File: src/rtl/corr_bp_pkg.sv
package corr_bp_pkg;

    // Counter zones; the FSM of each counter is written over these.
    typedef enum logic [1:0] {
        STRONG_NT = 2'd0,
        WEAK_NT   = 2'd1,
        WEAK_T    = 2'd2,
        STRONG_T  = 2'd3
    } ctr_zone_e;

    // Transition taken by a counter on a training hit.
    typedef enum logic {
        FALL = 1'b0,
        RISE = 1'b1
    } ctr_move_e;

endpackage

File: src/rtl/corr_bp_sat_ctr.sv
module corr_bp_sat_ctr
    import corr_bp_pkg::*;
#(
    parameter int CTR_W = 2
) (
    input  logic             clk,
    input  logic             rst_n,
    input  logic             hit,
    input  logic             taken,
    output logic [CTR_W-1:0] cnt_o
);

    localparam logic [CTR_W-1:0] CNT_MAX  = {CTR_W{1'b1}};
    localparam logic [CTR_W-1:0] CNT_ZERO = '0;
    localparam logic [CTR_W-1:0] CNT_RST  = CNT_MAX >> 1;

    logic [CTR_W-1:0] cnt_q;
    logic [CTR_W-1:0] cnt_d;
    ctr_zone_e        zone;
    ctr_move_e        move;

    // Classify the present value into a zone.
    always_comb begin
        if (cnt_q == CNT_ZERO) begin
            zone = STRONG_NT;
        end else if (cnt_q == CNT_MAX) begin
            zone = STRONG_T;
        end else if (cnt_q[CTR_W-1]) begin
            zone = WEAK_T;
        end else begin
            zone = WEAK_NT;
        end
    end

    assign move = taken ? RISE : FALL;

    // Next-state process.
    always_comb begin
        cnt_d = cnt_q;
        if (hit) begin
            unique case (zone)
                STRONG_NT: cnt_d = (move == RISE) ? cnt_q + 1'b1 : cnt_q;
                WEAK_NT:   cnt_d = (move == RISE) ? cnt_q + 1'b1 : cnt_q - 1'b1;
                WEAK_T:    cnt_d = (move == RISE) ? cnt_q + 1'b1 : cnt_q - 1'b1;
                STRONG_T:  cnt_d = (move == RISE) ? cnt_q : cnt_q - 1'b1;
                default:   cnt_d = cnt_q;
            endcase
        end
    end

    // State register.
    always_ff @(posedge clk) begin
        if (!rst_n) begin
            cnt_q <= CNT_RST;
        end else begin
            cnt_q <= cnt_d;
        end
    end

    // Output process.
    always_comb begin
        cnt_o = cnt_q;
    end

endmodule

File: src/rtl/corr_bp_ghist.sv
module corr_bp_ghist #(
    parameter int HIST_W = 2
) (
    input  logic              clk,
    input  logic              rst_n,
    input  logic              shift_en,
    input  logic              bit_in,
    output logic [HIST_W-1:0] hist_o
);

    logic [HIST_W-1:0] hist_q;
    logic [HIST_W-1:0] hist_d;

    generate
        if (HIST_W == 1) begin : g_single
            always_comb begin
                hist_d = shift_en ? bit_in : hist_q;
            end
        end else begin : g_multi
            always_comb begin
                hist_d = shift_en ? {hist_q[HIST_W-2:0], bit_in} : hist_q;
            end
        end
    endgenerate

    always_ff @(posedge clk) begin
        if (!rst_n) begin
            hist_q <= '0;
        end else begin
            hist_q <= hist_d;
        end
    end

    assign hist_o = hist_q;

endmodule

File: src/rtl/corr_bp_table.sv
module corr_bp_table #(
    parameter int CTR_W     = 2,
    parameter int TBL_IDX_W = 6
) (
    input  logic                                 clk,
    input  logic                                 rst_n,
    input  logic                                 wr_en,
    input  logic [TBL_IDX_W-1:0]                 wr_idx,
    input  logic                                 wr_taken,
    output logic [(CTR_W << TBL_IDX_W)-1:0]      ctr_flat
);

    localparam int NUM_ENT = 1 << TBL_IDX_W;

    generate
        for (genvar e = 0; e < NUM_ENT; e++) begin : g_ent
            logic sel;
            assign sel = wr_en && (wr_idx == TBL_IDX_W'(e));
            corr_bp_sat_ctr #(
                .CTR_W (CTR_W)
            ) u_ctr (
                .clk   (clk),
                .rst_n (rst_n),
                .hit   (sel),
                .taken (wr_taken),
                .cnt_o (ctr_flat[e*CTR_W +: CTR_W])
            );
        end
    endgenerate

endmodule

File: src/rtl/corr_branch_predictor.sv
module corr_branch_predictor #(
    parameter int PC_W       = 32,
    parameter int IDX_LSB    = 2,
    parameter int ADDR_IDX_W = 4,
    parameter int HIST_W     = 2,
    parameter int CTR_W      = 2
) (
    input  logic              clk,
    input  logic              rst_n,
    input  logic [PC_W-1:0]   pred_pc,
    output logic              pred_taken,
    output logic [HIST_W-1:0] pred_hist,
    input  logic              upd_valid,
    input  logic [PC_W-1:0]   upd_pc,
    input  logic              upd_taken,
    input  logic [HIST_W-1:0] upd_hist
);

    localparam int TBL_IDX_W = ADDR_IDX_W + HIST_W;
    localparam int NUM_ENT   = 1 << TBL_IDX_W;

    logic [HIST_W-1:0]        ghist;
    logic [TBL_IDX_W-1:0]     pred_idx;
    logic [TBL_IDX_W-1:0]     upd_idx;
    logic [NUM_ENT*CTR_W-1:0] ctr_flat;
    logic [CTR_W-1:0]         pred_cnt;
    logic                     unused_pc_bits;

    // Address bits on top, outcome history below.
    assign pred_idx = {pred_pc[IDX_LSB +: ADDR_IDX_W], ghist};
    assign upd_idx  = {upd_pc[IDX_LSB +: ADDR_IDX_W], upd_hist};

    // Bits outside the index window do not take part.
    assign unused_pc_bits = ^{pred_pc, upd_pc};

    corr_bp_ghist #(
        .HIST_W (HIST_W)
    ) u_ghist (
        .clk      (clk),
        .rst_n    (rst_n),
        .shift_en (upd_valid),
        .bit_in   (upd_taken),
        .hist_o   (ghist)
    );

    corr_bp_table #(
        .CTR_W     (CTR_W),
        .TBL_IDX_W (TBL_IDX_W)
    ) u_table (
        .clk      (clk),
        .rst_n    (rst_n),
        .wr_en    (upd_valid),
        .wr_idx   (upd_idx),
        .wr_taken (upd_taken),
        .ctr_flat (ctr_flat)
    );

    // Lookup reads the registered counters: pre-update on a same-cycle hit.
    assign pred_cnt   = ctr_flat[pred_idx*CTR_W +: CTR_W];
    assign pred_taken = pred_cnt[CTR_W-1];
    assign pred_hist  = ghist;

endmodule

File: config.mk
export PLATFORM = sky130hd
export DESIGN_NAME = corr_branch_predictor
export DESIGN_NICKNAME = d
export VERILOG_FILES = /design/src/rtl/corr_bp_pkg.sv /design/src/rtl/corr_bp_sat_ctr.sv /design/src/rtl/corr_bp_ghist.sv /design/src/rtl/corr_bp_table.sv /design/src/rtl/corr_branch_predictor.sv
export SDC_FILE = /design/constraint.sdc
export NUM_CORES = 1
export LEC_CHECK = 0
export BUFFER_PORTS_ARGS = -buffer_cell sky130_fd_sc_hd__buf_2
export CORE_MARGIN = 2
export CORE_UTILIZATION = 60
export DETAILED_ROUTE_END_ITERATION = 12
export PLACE_DENSITY = 0.79
export SLEW_MARGIN = 10
export SYNTH_ARGS = -nofsm -noshare
export SYNTH_HDL_FRONTEND = slang
export SYNTH_SLANG_ARGS = --single-unit
File: constraint.sdc
create_clock -name clk -period 3.05 [get_ports clk]
set_clock_uncertainty 0.1 [all_clocks]
set_input_delay 0.4575 -clock clk [delete_from_list [all_inputs] [get_ports clk]]
set_output_delay 0.4575 -clock clk [all_outputs]
set_load 0.03 [all_outputs]
* Word-level counts from Yosys, hierarchy flattened
Index checks and enable logic that the tools add are counted.
Cells by class: $add $sub $neg 128, equal/unequal tests 447, shift-type cells 1, mux-type cells 449, reductions and logical operators 321
Operators with widths (count):
- $mux W2 | 384
- $eq A2 B2 Y1 const B | 192
- $pmux W2 S3 | 64
- $logic_not A2 Y1 | 128
- $eq A6 B6 Y1 const B | 32
- $reduce_and A3 Y1 | 64
- $ne A2 B2 Y1 const B | 65
- $add A2 B1 Y2 const B | 64
- $eq A2 B1 Y1 const B | 64
- $reduce_or A2 Y1 | 64
- $shiftx A128 B8 Y2 | 1
- $sub A2 B1 Y2 const B | 64
- $ne A2 B1 Y1 const B | 63
- $eq A6 B5 Y1 const B | 16
- $logic_and A1 B1 Y1 | 64
- $eq A6 B4 Y1 const B | 8
- $eq A6 B3 Y1 const B | 4
- $eq A6 B2 Y1 const B | 2
- $eq A6 B1 Y1 const B | 1
- $logic_not A6 Y1 | 1
- $mux W1 | 1
Storage, ports and cells: bits in registers 130, input port bits 70, output and inout bits 3, word-level logic and storage cells 1411

* Longest topological paths before layout
depth after elaboration 6, gate-level depth with buffers 7, depth with buffers taken out 6

* Modules after synthesis
A second synthesis with hierarchy kept.
Unflattened totals: cell total of the unflattened synthesis 1569, area total of the unflattened synthesis 12513.3 um^2
By module, submodules not included:
- corr_bp_sat_ctr | times used 64, cells each 22, area an instance 177.7 um^2, seq. area each 40.0 um^2
- corr_branch_predictor | times used 1, cells each 62, area an instance 600.6 um^2, seq. area each 0.0 um^2
- corr_bp_table | times used 1, cells each 93, area an instance 469.2 um^2, seq. area each 0.0 um^2
- corr_bp_ghist | times used 1, cells each 6, area an instance 72.6 um^2, seq. area each 40.0 um^2

* Least setup slack after synthesis
No wires, ideal clock.
path kind register to output, start point register u_ghist.hist_q[0], in the netlist u_ghist.hist_o[0], end point output pred_taken, arrival time 2243 ps, required time 2492 ps, slack 250 ps, stages on the path, launching flop included 6, buffers on the path 1, path through dfxtp_1 -> buf_6 -> mux4_1 -> mux4_2 -> nor2b_1 -> o311a_1
Between the ends: cells in the longest elaborated chain, start to end 1
RTL lines:
- start, declared | RTL line corr_bp_ghist.sv:11 | logic [HIST_W-1:0] hist_q;
- start signal, assigned | RTL line corr_bp_ghist.sv:30 | hist_q <= hist_d;
- $shiftx A128 B8 Y2 | RTL line corr_branch_predictor.sv:59 | assign pred_cnt = ctr_flat[pred_idx*CTR_W +: CTR_W];
- end, declared | RTL line corr_branch_predictor.sv:11 | output logic pred_taken,
Every way passes these cells.

* Worst setup path in the final report
Ends and elaborated chain as after synthesis.

==> impl_metrics.env <==
export IMPL_status="complete, but fails checks"
export IMPL_violated_checks="negative setup slack"
export IMPL_gp_congestion=0.8390
export IMPL_achievable_frequency_ghz=0.3196
export IMPL_globalRouteOverflowTotal=0
export IMPL_part_of_the_yosys_area_used_for_sequential_elements_pct=23.72
export IMPL_grt_busiest_layer="met2"
export IMPL_power_static_leakage_uw=0.005135
export IMPL_die_x_microns=139.2
export IMPL_dpl_cell_area_sq_mm=0.01136
export IMPL_synth_seq_cells=130
export IMPL_rsz0062_at_grt="true"
export IMPL_setup_tns_ns=-0.07896
export IMPL_synth_fp_nets=1584
export IMPL_setup_fix_bufs_post_cts=0
export IMPL_syn_mean_instance_area_sq_um=8.722
export IMPL_htreeDepth=4
export IMPL_setup_worst_path_end_class="primary output"
export IMPL_timing_reg2reg_worst_path_depth=6
export IMPL_drv_max_cap_violation_count=0
export IMPL_setup_worst_path_start_class="register"
export IMPL_final_hold_violation_count=0
export IMPL_via_count_of_the_first_global_routing_pass=8571
export IMPL_synth_ff_type="sky130_fd_sc_hd__dfxtp_1"
export IMPL_design_die_area_sq_mm=0.01938
export IMPL_groute_layer_met2_usage_pct=43.60
export IMPL_drt_wl_total_mm=23.83
export IMPL_total_count_of_max_transition_violations_in_the_final_report=0
export IMPL_grt_util_met1_pct=30.65
export IMPL_placement_setup_worst_slack_ns=0.1359
export IMPL_async_set_or_reset_register_ratio_after_synthesis_pct=0
export IMPL_detail_route_drc_violations=0
export IMPL_grt_pass1_wl_mm=40.04
export IMPL_post_route_cell_area_sq_mm=0.01208
export IMPL_area_of_the_core_sq_mm=0.01796
export IMPL_hold_path_class="input port to register"
export IMPL_firstDrtPassIters=5
export IMPL_grt_use_met3_pct=4.714
export IMPL_cts_root_buffer="sky130_fd_sc_hd__clkbuf_16"
export IMPL_post_synth_inst_count=1258
export IMPL_starting_density_of_the_core_pct=61.08
export IMPL_final_layout_net_count=1596
export IMPL_power_density_mw_per_mm2=375.8
export IMPL_clkSlewWorstSetupHoldPaths_ns=0.06
export IMPL_grt_start_max_net_pins=60
export IMPL_cts_resized=7
export IMPL_port_buffers=16
export IMPL_critical_path_arrival_ns=2.57
export IMPL_layout_drive_gt1_share_pct=6.859
export IMPL_critPathRequiredTime_ns=2.49
export IMPL_relSlewSlack_pct=49.86
export IMPL_antenna_violating_nets_post_route=0
export IMPL_setup_violations_final=1
export IMPL_synth_lib_cells_used_distinct=31
export IMPL_synth_edff_count=0
export IMPL_track_usage_pct=25.01
export IMPL_antenna_found_initial=0
export IMPL_setup_worst_path_class="register to primary output"
export IMPL_route_detailed_vias_per_inst=5.935
export IMPL_rows=49
export IMPL_clock_tree_from_tritoncts="done"
export IMPL_detailroute_via_count=8979
export IMPL_numCtsBuffers=17
export IMPL_layout_min_cycle_time_ns=3.129
export IMPL_clockBufferDepth=2
export IMPL_place_hpwl_mm=16.44
export IMPL_clkLatencyLatePin_ns=0.44
export IMPL_timing_hold_ws_ns=0.2817
export IMPL_hold_fix_buffers_cts=0
export IMPL_tritoncts_sink_count=130
export IMPL_top_level_ports=73
export IMPL_drt_first_iter_violations=532
export IMPL_yosysWarnings=0
export IMPL_netlist_area_sq_mm=0.01097
export IMPL_post_route_worst_setup_slack_ns=-0.07896
export IMPL_vdd_drop_max_uv=391.4
export IMPL_transition_time_of_the_tightest_slew_check_pin_ns=0.7417
export IMPL_die_h_microns=139.2
export IMPL_area_delta_synth_final_pct=10.10
export IMPL_route_detailed_wl_per_inst_microns=15.75
export IMPL_worst_path_max_fanout=5
export IMPL_fin_crit_sh_pct=102.6
export IMPL_worst_hold_path_num_cells=3
==> cell type report <==
cell class / instances / area (sq um)
antenna: 1 / 2.502
clock buffer: 24 / 521.8
clock inverter: 8 / 192.7
fill: 1334 / 5883
inverter: 195 / 734.5
multi-input combinational: 890 / 7456
sequential: 130 / 2606
tap: 229 / 286.5
timing repair buffer: 36 / 280.3
==> Yosys cell counts (all sizes together), types with 2 or more instances <==
cell,n,area share [%]
a211o,64,5.1
a211oi,64,4.4
mux2i,66,6.0
nor4b,4,0.32
nor2b,3,0.17
a22oi,4,0.27
buf,9,0.47
o21ai,130,5.9
nor2,68,2.3
nor3,128,5.8
and4b,4,0.36
clkbuf,34,1.2
dfxtp,130,24
nor4bb,2,0.18
ha,256,29
inv,195,6.7
and3b,2,0.16
mux4,17,3.7
nand3,65,3.0
and4bb,4,0.46
==> cells by family (layout without fill, tap and decap cells) <==
| logic type | after synthesis | in the layout | synth area share (%) |
|---|---|---|---|
| DFF | 130 | 130 | 23.72 |
| AOI/OAI and AO/OA | 265 | 265 | 15.91 |
| and+or+nand+nor | 286 | 286 | 13.16 |
| other | 0 | 1 | 0 |
| muxes | 83 | 83 | 9.716 |
| buffers and inverters | 238 | 263 | 8.302 |
| adders and majority gates | 256 | 256 | 29.19 |
==> metrics by stage <==
stage                     instances  total power, uW  utilization (%)
after floorplan                1258             1989                -
after CTS                      1512             4558            67.24
after global routing           1512             4675            67.24
after global placement         1480             2078            63.22
after detailed placement       1480             2085            63.22
final                          1513             4540            67.25
==> power by group <==
| part | internal (uW) | switching [uW] |
|---|---|---|
| Sequential | 1710 | 20.4 |
| Combinational | 124 | 201 |
| Clock | 1690 | 796 |
==> worst max-delay path, stage by stage, from the launching register on <==
cell,delay [ns]
sky130_fd_sc_hd__dfxtp_4,0.41
sky130_fd_sc_hd__mux4_2,0.54
sky130_fd_sc_hd__mux4_2,0.50
sky130_fd_sc_hd__nor2b_1,0.15
sky130_fd_sc_hd__o311a_1,0.38
sky130_fd_sc_hd__buf_6,0.16
==> registers in the layout, summed over array words and instances (netlist names) <==
signal and cells:
u_ghist.hist_o 2, u_table.g_ent.u_ctr.cnt_o 128
==> placed cells by master (no fill, tap or decap), drive strengths merged, types with 2 or more instances in the layout <==
cell,Yosys,final
ha,256,256
inv,195,195
o21ai,130,130
dfxtp,130,130
nor3,128,128
nor2,68,68
mux2i,66,66
nand3,65,65
a211o,64,64
a211oi,64,64
buf,9,36
clkbuf,34,24
mux4,17,17
bufinv,0,6
a22oi,4,4
and4bb,4,4
and4b,4,4
nor4b,4,4
nor2b,3,3
and3b,2,2
nor4bb,2,2
==> metal layers <==
| layer | vias to the layer above | share of wire, % |
|---|---|---|
| met3 | 46 | 5.1 |
| li1 | 4457 | - |
| met5 | - | 0 |
| met4 | 0 | 2.1 |
| met1 | 4271 | 44 |
| met2 | 205 | 49 |
==> worst paths after layout <==
kind,slack [ns],start,to
worst max-delay path,-0.08,u_ghist.hist_o[0],pred_taken
worst min-delay path,0.28,upd_valid,u_ghist.hist_o[1]
worst max register to register,1.34,u_table.g_ent[57].u_ctr.cnt_o[0],u_table.g_ent[57].u_ctr.cnt_o[0]
worst min register to register,0.46,u_table.g_ent[6].u_ctr.cnt_o[0],u_table.g_ent[6].u_ctr.cnt_o[0]
(Power assumes the default switching activity.)
